### src/rtl/eagu_pkg.sv
package eagu_pkg;
  localparam int MODE_W = 3;

  typedef enum logic [MODE_W-1:0] {
    LOC_REG    = 3'd0,
    LOC_ABS    = 3'd1,
    LOC_IMM    = 3'd2,
    LOC_IND    = 3'd3,
    LOC_IDX    = 3'd4,
    LOC_BI     = 3'd5,
    LOC_BIX    = 3'd6,
    LOC_UNDEF  = 3'd7
  } loc_mode_e;

  typedef struct packed {
    logic take_disp;
    logic take_ri;
    logic take_rj;
    logic is_addr;
    logic needs_mem;
    logic bad;
  } loc_ctrl_t;
endpackage

### src/rtl/eagu_decode.sv
module eagu_decode
  import eagu_pkg::*;
(
  input  logic [MODE_W-1:0] mode_i,
  output loc_ctrl_t         ctrl_o
);
  always_comb begin
    ctrl_o = '0;
    unique case (loc_mode_e'(mode_i))
      LOC_REG: ctrl_o.take_ri = 1'b1;
      LOC_ABS: begin
        ctrl_o.take_disp = 1'b1;
        ctrl_o.is_addr   = 1'b1;
        ctrl_o.needs_mem = 1'b1;
      end
      LOC_IMM: ctrl_o.take_disp = 1'b1;
      LOC_IND: begin
        ctrl_o.take_ri   = 1'b1;
        ctrl_o.is_addr   = 1'b1;
        ctrl_o.needs_mem = 1'b1;
      end
      LOC_IDX: begin
        ctrl_o.take_disp = 1'b1;
        ctrl_o.take_ri   = 1'b1;
        ctrl_o.is_addr   = 1'b1;
        ctrl_o.needs_mem = 1'b1;
      end
      LOC_BI: begin
        ctrl_o.take_ri   = 1'b1;
        ctrl_o.take_rj   = 1'b1;
        ctrl_o.is_addr   = 1'b1;
        ctrl_o.needs_mem = 1'b1;
      end
      LOC_BIX: begin
        ctrl_o.take_disp = 1'b1;
        ctrl_o.take_ri   = 1'b1;
        ctrl_o.take_rj   = 1'b1;
        ctrl_o.is_addr   = 1'b1;
        ctrl_o.needs_mem = 1'b1;
      end
      default: ctrl_o.bad = 1'b1;
    endcase
  end
endmodule

### src/rtl/eagu_sum3.sv
module eagu_sum3 #(
  parameter int DATA_W = 32,
  parameter int DISP_W = 16
) (
  input  logic [DISP_W-1:0] disp_i,
  input  logic [DATA_W-1:0] ri_i,
  input  logic [DATA_W-1:0] rj_i,
  input  logic              take_disp_i,
  input  logic              take_ri_i,
  input  logic              take_rj_i,
  output logic [DATA_W-1:0] sum_o
);
  localparam int EXT_W = DATA_W - DISP_W;

  logic [DATA_W-1:0] disp_ext;
  logic [DATA_W-1:0] term_d, term_i, term_j;

  generate
    if (EXT_W > 0) begin : g_sext
      assign disp_ext = {{EXT_W{disp_i[DISP_W-1]}}, disp_i};
    end else begin : g_trunc
      assign disp_ext = disp_i[DATA_W-1:0];
    end
  endgenerate

  always_comb begin
    term_d = take_disp_i ? disp_ext : '0;
    term_i = take_ri_i   ? ri_i     : '0;
    term_j = take_rj_i   ? rj_i     : '0;
    sum_o  = term_d + term_i + term_j;
  end
endmodule

### src/rtl/eagu_top.sv
module eagu_top
  import eagu_pkg::*;
#(
  parameter int DATA_W = 32,
  parameter int DISP_W = 16
) (
  input  logic              clk,
  input  logic              rst_n,
  input  logic              req_i,
  input  logic [2:0]        mode_i,
  input  logic [DISP_W-1:0] disp_i,
  input  logic [DATA_W-1:0] ri_i,
  input  logic [DATA_W-1:0] rj_i,
  output logic              valid_o,
  output logic [DATA_W-1:0] result_o,
  output logic              addr_flag_o,
  output logic              mem_req_o,
  output logic              bad_mode_o
);
  logic [1:0] rst_pipe;
  logic       rst_q_n;

  always_ff @(posedge clk or negedge rst_n) begin
    if (!rst_n) rst_pipe <= 2'b00;
    else        rst_pipe <= {rst_pipe[0], 1'b1};
  end
  assign rst_q_n = rst_pipe[1];

  loc_ctrl_t         ctrl;
  logic [DATA_W-1:0] sum;

  eagu_decode u_dec (.mode_i(mode_i), .ctrl_o(ctrl));

  eagu_sum3 #(.DATA_W(DATA_W), .DISP_W(DISP_W)) u_sum (
    .disp_i(disp_i), .ri_i(ri_i), .rj_i(rj_i),
    .take_disp_i(ctrl.take_disp), .take_ri_i(ctrl.take_ri),
    .take_rj_i(ctrl.take_rj), .sum_o(sum)
  );

  logic              valid_d;
  logic [DATA_W-1:0] result_d;
  logic              addr_d, mem_d, bad_d;

  always_comb begin
    valid_d  = req_i;
    result_d = result_o;
    addr_d   = addr_flag_o;
    mem_d    = mem_req_o;
    bad_d    = bad_mode_o;
    if (req_i) begin
      result_d = ctrl.bad ? '0 : sum;
      addr_d   = ctrl.is_addr;
      mem_d    = ctrl.needs_mem;
      bad_d    = ctrl.bad;
    end
  end

  always_ff @(posedge clk or negedge rst_q_n) begin
    if (!rst_q_n) begin
      valid_o     <= 1'b0;
      result_o    <= '0;
      addr_flag_o <= 1'b0;
      mem_req_o   <= 1'b0;
      bad_mode_o  <= 1'b0;
    end else begin
      valid_o     <= valid_d;
      result_o    <= result_d;
      addr_flag_o <= addr_d;
      mem_req_o   <= mem_d;
      bad_mode_o  <= bad_d;
    end
  end

  p_valid_after_req_r9: assert property (@(posedge clk) disable iff (!rst_q_n)
    req_i |=> valid_o);
  p_valid_idle_r9: assert property (@(posedge clk) disable iff (!rst_q_n)
    !req_i |=> !valid_o);
  p_hold_idle_r10: assert property (@(posedge clk) disable iff (!rst_q_n)
    !valid_o |-> $stable(result_o) && $stable(mem_req_o) && $stable(bad_mode_o));
  p_undef_zero_r8: assert property (@(posedge clk) disable iff (!rst_q_n)
    valid_o && bad_mode_o |-> result_o == '0 && !mem_req_o && !addr_flag_o);
  p_reg_mode_r1: assert property (@(posedge clk) disable iff (!rst_q_n)
    valid_o && $past(mode_i) == 3'd0 |-> result_o == $past(ri_i) && !mem_req_o);
  p_two_reg_r6: assert property (@(posedge clk) disable iff (!rst_q_n)
    valid_o && $past(mode_i) == 3'd5 |-> result_o == $past(ri_i) + $past(rj_i) && mem_req_o);
  p_mem_implies_addr_r4: assert property (@(posedge clk) disable iff (!rst_q_n)
    mem_req_o |-> addr_flag_o && !bad_mode_o);
endmodule

### config.mk
export PLATFORM = sky130hd
export DESIGN_NAME = eagu_top
export DESIGN_NICKNAME = d
export VERILOG_FILES = /design/src/rtl/eagu_pkg.sv /design/src/rtl/eagu_decode.sv /design/src/rtl/eagu_sum3.sv /design/src/rtl/eagu_top.sv
export SDC_FILE = /design/constraint.sdc
export NUM_CORES = 1
export LEC_CHECK = 0
export BUFFER_PORTS_ARGS = -buffer_cell sky130_fd_sc_hd__buf_2
export CAP_MARGIN = 40
export CORE_MARGIN = 4
export CORE_UTILIZATION = 41
export DETAILED_ROUTE_END_ITERATION = 7
export PLACE_DENSITY_LB_ADDON = 0.25
export SETUP_SLACK_MARGIN = 0.05
export SYNTH_ARGS = -nofsm -noshare
export SYNTH_HDL_FRONTEND = slang
export SYNTH_SLANG_ARGS = --single-unit
### constraint.sdc
create_clock -name clk -period 1.2 [get_ports clk]
set_input_delay 0.06 -clock clk [delete_from_list [all_inputs] [get_ports clk]]
set_output_delay 0.06 -clock clk [all_outputs]
set_load 0.02 [all_outputs]
==> results of run 1 <==
==> report_power, final <==
group,switching (W),internal (W)
combinational,0.00313,0.00285
sequential,0.000225,0.00159
clock,0.000491,0.000622
==> worst paths after layout <==
path,to,slack [ns],from
worst max-delay path,result_o[27],-1.99,mode_i[0]
worst min-delay path,rst_pipe[0],0.07,rst_n
worst max register to register,result_o[27],0.20,result_o[27]
worst min register to register,result_o[28],0.29,rst_pipe[1]
max in group asynchronous,result_o[6],0.59,rst_pipe[1]
min in group clk,valid_o,0.11,req_i
==> cells in the mapped netlist, types with 2 or more instances <==
library cell,number
o2111ai_1,3
o21a_1,10
or3_1,6
xor2_1,6
and3_1,5
o211ai_1,7
a211oi_1,3
o2bb2ai_1,2
and4_1,2
ha_1,30
nor2_1,12
clkbuf_1,23
a21o_1,15
xnor2_1,15
nor3_1,8
a21oi_1,29
and2_1,4
nor2b_1,2
buf_2,3
a32o_1,4
o221ai_1,2
o21bai_1,4
fa_1,32
nor4_1,3
nand2_1,102
dfrtp_1,37
a211o_1,2
a22o_1,17
inv_1,67
or4_1,2
nand4_1,11
nand3_1,7
o311ai_0,3
a31oi_1,5
o21ai_0,16
buf_4,2
o31ai_1,2
==> final cells by class <==
class	count	area share, %
Tap cell	133	2.33
Multi-Input combinational cell	388	51.1
Sequential cell	37	13.0
Timing Repair Buffer	283	28.4
Clock buffer	5	0.965
Inverter	67	3.53
Clock inverter	3	0.649
==> critical path, stage by stage <==
cell,delay [ns]
buf_8,0.10
buf_6,0.12
xor2_2,0.18
and2_4,0.21
buf_12,0.13
nand2_4,0.05
fa_1,0.51
inv_2,0.05
ha_4,0.15
fa_2,0.36
a211oi_4,0.25
o21bai_2,0.12
a211oi_4,0.35
o31ai_4,0.10
a21boi_2,0.17
nor4_1,0.06
or3_1,0.35
==> registers in the layout, summed over array words and instances, names as in the netlist <==
signal / count
addr_flag_o: 1
bad_mode_o: 1
result_o: 32
rst_pipe: 2
valid_o: 1
==> logic make-up after synthesis <==
kind of cell	Yosys count	synth area share [%]
compound gates	137	23.3
xor+xnor	21	4.34
fa+ha+maj	62	23.9
simple gates	167	17.7
other cells	1	0.0884
flops	37	21.8
buf+inv	96	8.85
==> through the flow <==
stage	hold slack, ns	total power, W	TNS (ns)
6_report	0.0668	0.00891	-53.60
5_1_grt	0.0767	0.00947	-56.60
4_1_cts	0.0626	0.00851	-51.30
3_5_place_dp	-0.153	0.00658	-67.71
3_3_place_gp	-0.155	0.00646	-64.46
2_1_floorplan	-0.236	0.00461	-54.05
==> routing by layer <==
metal  up-vias  wire [µm]
li1       2318          -
met1      2396       6440
met2       212       7590
met3        37       1170
met4         0        306
met5         -          0
==> what timing repair did <==
| item | 4_1_cts | 5_1_grt |
|---|---|---|
| hold endpoints to repair | 2 | 0 |
| pin swaps | 63 | 29 |
| setup buffers | 28 | 9 |
| cloned | 3 | 0 |
| setup endpoints to repair | 32 | 32 |
| resized for setup | 96 | 43 |
| hold buffers | 1 | 0 |
==> impl_results.md, run 1 <==
* Req. time, crit path at around 1.4 ns
* Clk_skew at 0.00413 ns
* TritonCTS clock tree: done
* Met3 usage at 4.46%
* Placed cell count at 868
* Vias at slightly below 5000
* Vias per inst at about 5.4
* Dominant cells by area after synthesis: dfrtp_1 (22%), fa_1 (15%), nand2_1 (9.0%)
* Die Y at 110 µm
* Worst EP arrival at 3.36 ns
* Nets at 930
* Yosys reg bits at 37
* Status: finished with violations
* Die area at between 0.01 and 0.015 mm²
* Clock buffer depth at 2
* Grt met1 use at 32.8%
* Hpwl dp at 10700 µm
* Busiest grt layer: met2
* CP Launch Type: primary input
* Cell count of the worst reg-to-reg path at 3
* Synth cell types at 55
* Tmin final at 3.19 ns
* CTS HTree Levels at 2
* Max Cap Violations at 0
* Placed instance area at 0.00599 mm²
* Ys Warns at 0
* Max Fanout on Critical Path at 6
* First-pass GRT wire length at 23900 µm
* Inserted Clock Buffers at 5
* Synthesized Nets at 669
* Final design utilization at 71.9%
* Final worst-path cycle share at 266%
* Commonest non-fill, non-tap cell in the layout: buf_4
* CP endpoint kind: register
* I/O pins at 122
* Clk Latency, worst-skew pair at 0.29 ns
* Initial Util at 42.8%
* Most used DFF post-synth: dfrtp_1
* Setup slack after layout at -1.99 ns
* Area share of the largest cell type after synthesis at 21.8%
* Mapped Area at 0.00424 mm²
* Overall Global Routing Usage at 25.0%
* Multi-input gate area at 0.00364 mm²
* RSZ-0062 raised after global routing: yes
* Met2 Track Usage GR at 42.1%
* CTS root buf: clkbuf_8
* Fin cells at 916
* Most frequent cells in the layout: buf_4 (135), buf_2 (120), nand2_1 (86), inv_1 (57), dfrtp_1 (37)
* Failing checks: negative setup slack
* Setup Viol. Count Final at 32
* Drc violations at 0
* Post-detailed-route count of antenna-violating nets at 0
* Row Count at 36
* First DRT Iteration DRCs at roughly 290
* Routed WL at approximately 16000 µm
* Core Region at around 0.0099 mm²
* DRT Pass-1 Iters at 5
* Final Hold Viols at 0
* Pwr Density at between 1000 and 1500 mW/mm²
* Area grow syn2layout at 68.0%
* Area leader, netlist: dfrtp_1
* Clock slew at reported path FFs at ~0.080 ns
* Post-Syn Area per Cell at 8.14 µm²
* WL per Instance at 16.9 µm
* Number of global-route vias before repair at 5026
* Final instance area at 0.00713 mm²
* Initial antenna violation count at 0
* Sequential cell area at 926 µm²
* Peak VDD IR at 768 µV
* Post-synth ARST share at 100%
* Seq/Total Area, Yosys at 21.8%
* Max frequency at 0.314 GHz
* Pins Over Slew Limit at 0
* Routability congestion estimate at 0.916
* Leak at approximately 3.7 nW
* Post-synth EDFFs at 0
* Grt total ovfl at 0
* Ant diodes at 0
* Die width at 110 µm
* Layout cells sized above 1 at 51.1%
* Port Buf Inserts at 121
* Largest net degree at the start of global routing at 36
* Worst hold-check path type: primary input to asynchronous set/reset pin
* Synthesized instance count at 521
* Crit Path Class: primary input to register
* Pre-CTS worst setup slack at -2.53 ns
* TritonCTS Sinks at 37
* Filler cell count at ~710
No activity file was read; power rests on OpenSTA's default activity.
==> run 2: changes to the inputs <==
Settings changed: SETUP_SLACK_MARGIN 0.05 to 0.02, SYNTH_HIERARCHICAL from default to 1.
==> impl_results.md, run 2 <==
* Worst EP arrival at 3.51 ns (was 3.36 ns)
* Routability congestion estimate at 0.952 (was 0.916)
* TritonCTS Sinks at 38 (was 37)
* Synthesized instance count at 547 (was 521)
* Worst R2R Setup Slack at 0.44 ns (was 0.20 ns)
* CP Capture Point: result_o[31] (was result_o[27])
* WL per Instance at 15.7 µm (was 16.9 µm)
* CP Launch Type: primary input (unchanged)
* Most frequent cells in the layout: buf_2 (118), buf_4 (99), inv_1 (86), nand2_1 (75), dfrtp_1 (38) (was buf_4 (135), buf_2 (120), nand2_1 (86), inv_1 (57), dfrtp_1 (37))
* Area leader, netlist: dfrtp_1 (unchanged)
* Number of flip-flops in the largest register at 32 (unchanged)
* Cell count of the worst reg-to-reg path at 1 (was 3)
* Post-detailed-route count of antenna-violating nets at 0 (unchanged)
* Die Y at 111 µm (was 110 µm)
* Filler cell count at 783 (was 706)
* Post-synth EDFFs at 0 (unchanged)
* Logic pwr share at 65.8% (was 67.1%)
* Nets at 940 (was 930)
* Req. time, crit path at 1.42 ns (was 1.37 ns)
* Ys Warns at 6 (was 0)
* Vias per inst at 5.00 (was 5.42)
* Most used DFF post-synth: dfrtp_1 (unchanged)
* Clk_skew at 0.00442 ns (was 0.00413 ns)
* Max Cap Violations at 0 (unchanged)
* Setup slack after layout at -2.09 ns (was -1.99 ns)
* Initial Util at 42.1% (was 42.8%)
* Net switching power at 0.00388 W (was 0.00385 W)
* I/O pins at 122 (unchanged)
* Commonest non-fill, non-tap cell in the layout: buf_2 (was buf_4)
* Sw Ratio at 42.0% (was 43.1%)
* First DRT Iteration DRCs at 214 (was 285)
* TritonCTS clock tree: done (unchanged)
* Clock slew at reported path FFs at 0.08 ns (about the same)
* DRT Pass-1 Iters at 5 (unchanged)
* Synthesized Nets at 695 (was 669)
* Layout cells sized above 1 at 48.9% (was 51.1%)
* Reg2reg start: bad_mode_o (was result_o[27])
* Clock buffer depth at 2 (unchanged)
* Worst R2R End: bad_mode_o (was result_o[27])
* Crit Path Class: primary input to register (unchanged)
* Hpwl dp at 9700 µm (was 10700 µm)
* Final design utilization at 70.6% (was 71.9%)
* Row Count at 37 (was 36)
* CP Launch Point: mode_i[2] (was mode_i[0])
* Clock share of power at 14.2% (was 12.5%)
* Most numerous cell in the Yosys netlist: inv_1 (was nand2_1)
* Port Buf Inserts at 121 (unchanged)
* CTS HTree Levels at 2 (unchanged)
* Biggest registers after layout: result_o (32), rst_pipe (2) (unchanged)
* Die width at 111 µm (was 110 µm)
* Synth cell types at 45 (was 55)
* Post-route setup TNS at -54.27 ns (was -53.60 ns)
* Initial antenna violation count at 0 (unchanged)
* Mapped Area at 0.00435 mm² (was 0.00424 mm²)
* Area share of the largest cell type after synthesis at 21.9% (was 21.8%)
* RSZ-0062 raised after global routing: yes (unchanged)
* Yosys reg bits at 38 (was 37)
* Largest net degree at the start of global routing at 44 (was 36)
* Seq/Total Area, Yosys at 21.9% (was 21.8%)
* Tmin final at 3.29 ns (was 3.19 ns)
* Worst hold-check path type: primary input to asynchronous set/reset pin (unchanged)
* Pins Over Slew Limit at 0 (unchanged)
* Inserted Clock Buffers at 5 (unchanged)
* Max Fanout on Critical Path at 4 (was 6)
* Ant diodes at 0 (unchanged)
* Pint at 0.00535 W (was 0.00507 W)
* Largest Register: result_o (unchanged)
* Sequential power share at 20.0% (was 20.4%)
* Final Hold Viols at 0 (unchanged)
* Clk Latency, worst-skew pair at 0.28 ns (was 0.29 ns)
* Setup Viol. Count Final at 32 (unchanged)
* Grt total ovfl at 0 (unchanged)
* Peak VDD IR at 669 µV (was 768 µV)
* Core Region at 0.0103 mm² (was 0.00991 mm²)
* CP endpoint kind: register (unchanged)
* Number of global-route vias before repair at 4686 (was 5026)
* CTS root buf: clkbuf_8 (unchanged)
* First-pass GRT wire length at 21900 µm (was 23900 µm)
* Dominant cells by area after synthesis: dfrtp_1 (22%), fa_1 (15%), ha_1 (8.6%) (was dfrtp_1 (22%), fa_1 (15%), nand2_1 (9.0%))
* Vias at 4643 (was 4963)
* Post-synth ARST share at 100% (unchanged)
* Routed WL at 14600 µm (was 15500 µm)
* Failing checks: negative setup slack (unchanged)
* Area grow syn2layout at 67.6% (was 68.0%)
* Pwr Density at 1270 mW/mm² (was 1250 mW/mm²)
* Drc violations at 0 (unchanged)
* Status: finished with violations (unchanged)
* Final worst-path cycle share at 274% (was 266%)
* Die area at 0.0123 mm² (was 0.0120 mm²)
* Max frequency at 0.304 GHz (was 0.314 GHz)
* Post-Syn Area per Cell at 7.95 µm² (was 8.14 µm²)
* Overall Global Routing Usage at 21.1% (was 25.0%)
* Most instantiated cells after synthesis: inv_1 (96), nand2_1 (95), dfrtp_1 (38) (was nand2_1 (102), inv_1 (67), dfrtp_1 (37))
* Leak at 3.78 nW (was 3.67 nW)
-- run 2: changes by cell type after synthesis, moves of 7 or more --
cell | previous run | this run
nand3b_1 | 0 | 32
inv_1 | 67 | 96
o21ai_1 | 0 | 26
a22o_1 | 17 | 0
nand2_1 | 102 | 95
o21a_1 | 10 | 3
xor2_1 | 6 | 13
-- run 2: how the worst min path moves through the flow --
stage	start	to	slack, ns	depth (start not counted)
after floorplan	rst_n	rst_pipe[0]	-0.24	0
after global placement	rst_n	rst_pipe[0]	-0.16	1
after detailed placement	rst_n	rst_pipe[1]	-0.15	1
after CTS	rst_n	rst_pipe[1]	0.07	2
after global routing	rst_n	rst_pipe[1]	0.08	2
final	rst_n	rst_pipe[1]	0.07	2
-- run 2: layer usage --
layer / vias to the layer above / share of wire (%) / global-route usage [%]
met5: - / 0 / 0
li1: 2265 / - / -
met4: 0 / 2.2 / 6.24
met2: 124 / 51 / 35.4
met3: 18 / 4.6 / 2.84
met1: 2236 / 42 / 28.4
-- run 2: final cells by class --
type | instances | area (µm²) | area share (%)
multi-input cells | 390 | 3710 | 50.9
repair buffers | 261 | 1960 | 26.9
flip-flops and latches | 38 | 951 | 13.0
inverters | 96 | 360 | 4.94
well taps | 136 | 170 | 2.33
clock buffers | 5 | 68.8 | 0.944
clock inverters | 3 | 68.8 | 0.944
-- run 2: cell families (layout without fill, tap and decap cells) --
logic type,Yosys count,count (layout),synth area share (%)
other,1,1,0.0862
AO/OA/AOI/OAI,117,117,16.9
AND/OR/NAND/NOR,173,174,19.2
buffers and inverters,120,365,11.2
multiplexers,3,3,0.777
adder cells (fa/ha/maj),62,62,23.4
flip-flops,38,38,21.9
XOR/XNOR,33,33,6.65
-- run 2: through the flow --
stage	cells	setup WS, ns	hold WS (ns)	area (µm²)	total power (W)
6_report	929	-2.09	0.0727	7290	0.00923
5_1_grt	929	-2.20	0.0846	7290	0.00986
4_1_cts	908	-1.98	0.0668	6610	0.00839
3_5_place_dp	880	-2.58	-0.152	5970	0.00660
3_3_place_gp	880	-2.55	-0.155	5970	0.00651
2_1_floorplan	547	-2.08	-0.236	4530	0.00466
-- run 2: critical path: stages --
cell and delay [ns]:
buf_8 0.10, buf_6 0.11, nor2_4 0.15, xnor2_4 0.17, nand2_2 0.09, fa_1 0.57
inv_2 0.06, ha_4 0.16, fa_2 0.42, a21o_4 0.24, a221oi_4 0.31, o21ai_4 0.11
a41oi_4 0.21, o41ai_4 0.11, a2111o_1 0.38, nand3_1 0.09, nand3b_1 0.07, o21ai_1 0.07
-- run 2: repair_timing --
item                                    CTS  global route
hold endpoints to repair                  2             0
pin swaps                                38            71
endpoints found under the setup margin   32            32
gates resized for setup                  63            98
hold buffers                              1             0
cloned                                    0             2
setup buffers                            20            24
-- run 2: power by group through the flow --
stage	combinational [W]	clock [W]	sequential [W]
global route	0.00659	0.00139	0.00189
global placement	0.00465	0	0.00186
finish	0.00608	0.00131	0.00185
detailed placement	0.00473	0	0.00186
floorplan	0.00238	0	0.00228
CTS	0.00522	0.00133	0.00184
==> run 3: changes to the inputs <==
Settings changed: GPL_TIMING_DRIVEN from default to 0, RECOVER_POWER from default to 50.
==> impl_results.md, run 3 (synthesis gave the netlist of run 2 again) <==
* Layout cells sized above 1 at 40.2% (was 48.9%)
* TritonCTS Sinks at 38 (unchanged)
* Max Fanout on Critical Path at 5 (was 4)
* Setup slack after layout at -2.10 ns (was -2.09 ns)
* Worst EP arrival at 3.51 ns (about the same)
* CP cell instances: buf_12 > xor2_4 > a21oi_4 > buf_6 > nand2_4 > fa_1 > inv_2 > ha_4 > a21o_1 > a31o_4 > o211ai_1 > buf_4 > o31a_1 > buf_4 > o41ai_4 > a211oi_2 > xnor2_1 > nand3b_1 > o21ai_1 (was buf_8 > buf_6 > nor2_4 > xnor2_4 > nand2_2 > fa_1 > inv_2 > ha_4 > fa_2 > a21o_4 > a221oi_4 > o21ai_4 > a41oi_4 > o41ai_4 > a2111o_1 > nand3_1 > nand3b_1 > o21ai_1)
* Worst Max-Slew Pin Slew at ~0.82 ns
* Final worst-path cycle share at 275% (was 274%)
* Drc violations at 0 (unchanged)
* Number of global-route vias before repair at 4434 (was 4686)
* Inserted Clock Buffers at 5 (unchanged)
* Max Cap Violations at 0 (unchanged)
* Leak at 3.36 nW (was 3.78 nW)
* Biggest registers after layout: result_o (32), rst_pipe (2) (unchanged)
* Met2 Track Usage GR at 35.5% (was 35.4%)
* DRT Pass-1 Iters at 4 (was 5)
* CTS root buf: clkbuf_8 (unchanged)
* Failing checks: negative setup slack (unchanged)
* Final design utilization at 65.8% (was 70.6%)
* Pwr Density at 1250 mW/mm² (was 1270 mW/mm²)
* Die area at 0.0123 mm² (unchanged)
* Routed WL at 13800 µm (was 14600 µm)
* CTS HTree Levels at 2 (unchanged)
* Clk Latency, worst-skew pair at 0.29 ns (was 0.28 ns)
* Final Hold Viols at 0 (unchanged)
* Grt total ovfl at 0 (unchanged)
* Ant diodes at 0 (unchanged)
* CP max-delay cell: fa_1 (unchanged)
* Overall Global Routing Usage at 20.7% (was 21.1%)
* Multi-input gate area at 0.00371 mm² (about the same)
* Die Y at 111 µm (unchanged)
* Core Region at 0.0103 mm² (unchanged)
* Commonest non-fill, non-tap cell in the layout: inv_1 (was buf_2)
* Tmin final at 3.30 ns (was 3.29 ns)
* First DRT Iteration DRCs at 253 (was 214)
* Grt met1 use at 27.4% (was 28.4%)
* Sequential cell area at 952 µm² (was 951 µm²)
* Number of flip-flops in the largest register at 32 (unchanged)
* Worst hold-check path type: primary input to asynchronous set/reset pin (unchanged)
* Post-detailed-route count of antenna-violating nets at 0 (unchanged)
* RSZ-0062 raised after global routing: yes (unchanged)
* Peak VDD IR at 578 µV (was 669 µV)
* Largest net degree at the start of global routing at 37 (was 44)
* Largest Register: result_o (unchanged)
* Crit-path most repeated cell: buf_4
* First-pass GRT wire length at 21300 µm (was 21900 µm)
* Most frequent cells in the layout: inv_1 (86), buf_2 (83), nand2_1 (81), buf_4 (49), clkbuf_1 (43) (was buf_2 (118), buf_4 (99), inv_1 (86), nand2_1 (75), dfrtp_1 (38))
* Vias at 4476 (was 4643)
* Req. time, crit path at 1.42 ns (about the same)
* Area grow syn2layout at 56.2% (was 67.6%)
* Max frequency at 0.303 GHz (was 0.304 GHz)
* Hpwl dp at 9330 µm (was 9700 µm)
* CP Launch Point: mode_i[1] (was mode_i[2])
* CP Launch Type: primary input (unchanged)
* Post-route setup TNS at -52.35 ns (was -54.27 ns)
* Busiest grt layer: met2 (unchanged)
* Delay-heaviest family, CP: compound AO/OA/AOI/OAI gates (unchanged)
* Reg2reg start: rst_pipe[1] (was bad_mode_o)
* Routability congestion estimate at 0.843 (was 0.952)
* TritonCTS clock tree: done (unchanged)
* WP buf/inv at 5 (was 3)
* CP peak stage delay at 0.55 ns (was 0.57 ns)
* Placed instance area at 0.00531 mm² (was 0.00597 mm²)
* Status: finished with violations (unchanged)
* Nets at 891 (was 940)
* Crit Path Class: primary input to register (unchanged)
* CP endpoint kind: register (unchanged)
* WL per Instance at 15.6 µm (was 15.7 µm)
* Initial Util at 42.1% (unchanged)
* Filler cell count at 886 (was 783)
* Row Count at 37 (unchanged)
* Setup Viol. Count Final at 31 (was 32)
* Clock buffer depth at 2 (unchanged)
* Vias per inst at 5.09 (was 5.00)
* Clock slew at reported path FFs at 0.08 ns (about the same)
* Met3 usage at 2.78% (was 2.84%)
* Clk_skew at 0.00422 ns (was 0.00442 ns)
* Final instance area at 0.00679 mm² (was 0.00729 mm²)
* Initial antenna violation count at 0 (unchanged)
* Pins Over Slew Limit at 0 (unchanged)
* I/O pins at 122 (unchanged)
* Port Buf Inserts at 121 (unchanged)
* Die width at 111 µm (unchanged)
* Max-slew headroom at between 40 and 50%
==> run 3: cell type report <==
type,count,area share [%]
repair buffers,196,19.5
plain buffers,17,2.43
clock buffers,7,1.12
inverters,96,5.30
flip-flops and latches,38,14.0
well taps,136,2.51
multi-input cells,389,54.7
clock inverters,1,0.442
==> run 3: stage by stage <==
stage	total power (W)	cells	hold WS [ns]	worst slack, ns
after global routing	0.00907	880	0.0842	-2.24
final	0.00846	880	0.0778	-2.10
after global placement	0.00579	804	-0.155	-2.83
after floorplan	0.00466	547	-0.236	-2.08
after detailed placement	0.00586	804	-0.153	-2.87
after CTS	0.00762	851	0.0684	-2.26
==> run 3: final timing paths <==
| path | endpoint | slack, ns | cells past startpoint |
|---|---|---|---|
| max in group asynchronous | result_o[17] | 0.31 | 0 |
| min in group clk | mem_req_o | 0.21 | 4 |
| max reg2reg | result_o[17] | 0.31 | 0 |
| max | result_o[30] | -2.10 | 19 |
| min reg2reg | rst_pipe[1] | 0.35 | 0 |
| min | rst_pipe[0] | 0.08 | 2 |
==> run 3: repair_timing <==
action / CTS / global route
gates cloned: 1 / 1
setup buffers: 41 / 38
pin swaps: 62 / 82
endpoints found under the setup margin: 32 / 32
hold buffers: 2 / 0
gates resized for setup: 90 / 91
hold endpoints to repair: 3 / 0
==> run 3: routing by layer <==
metal	up-vias	part of all wire [%]
met5	-	0
met4	0	2.2
met3	22	4.2
met2	104	50
met1	2174	44
li1	2176	-
==> run 3: report_power, final <==
part / switching, W / internal [W]
clock: 0.000457 / 0.000622
combinational: 0.00303 / 0.00244
sequential: 0.000270 / 0.00163
total: 0.00376 / 0.00470
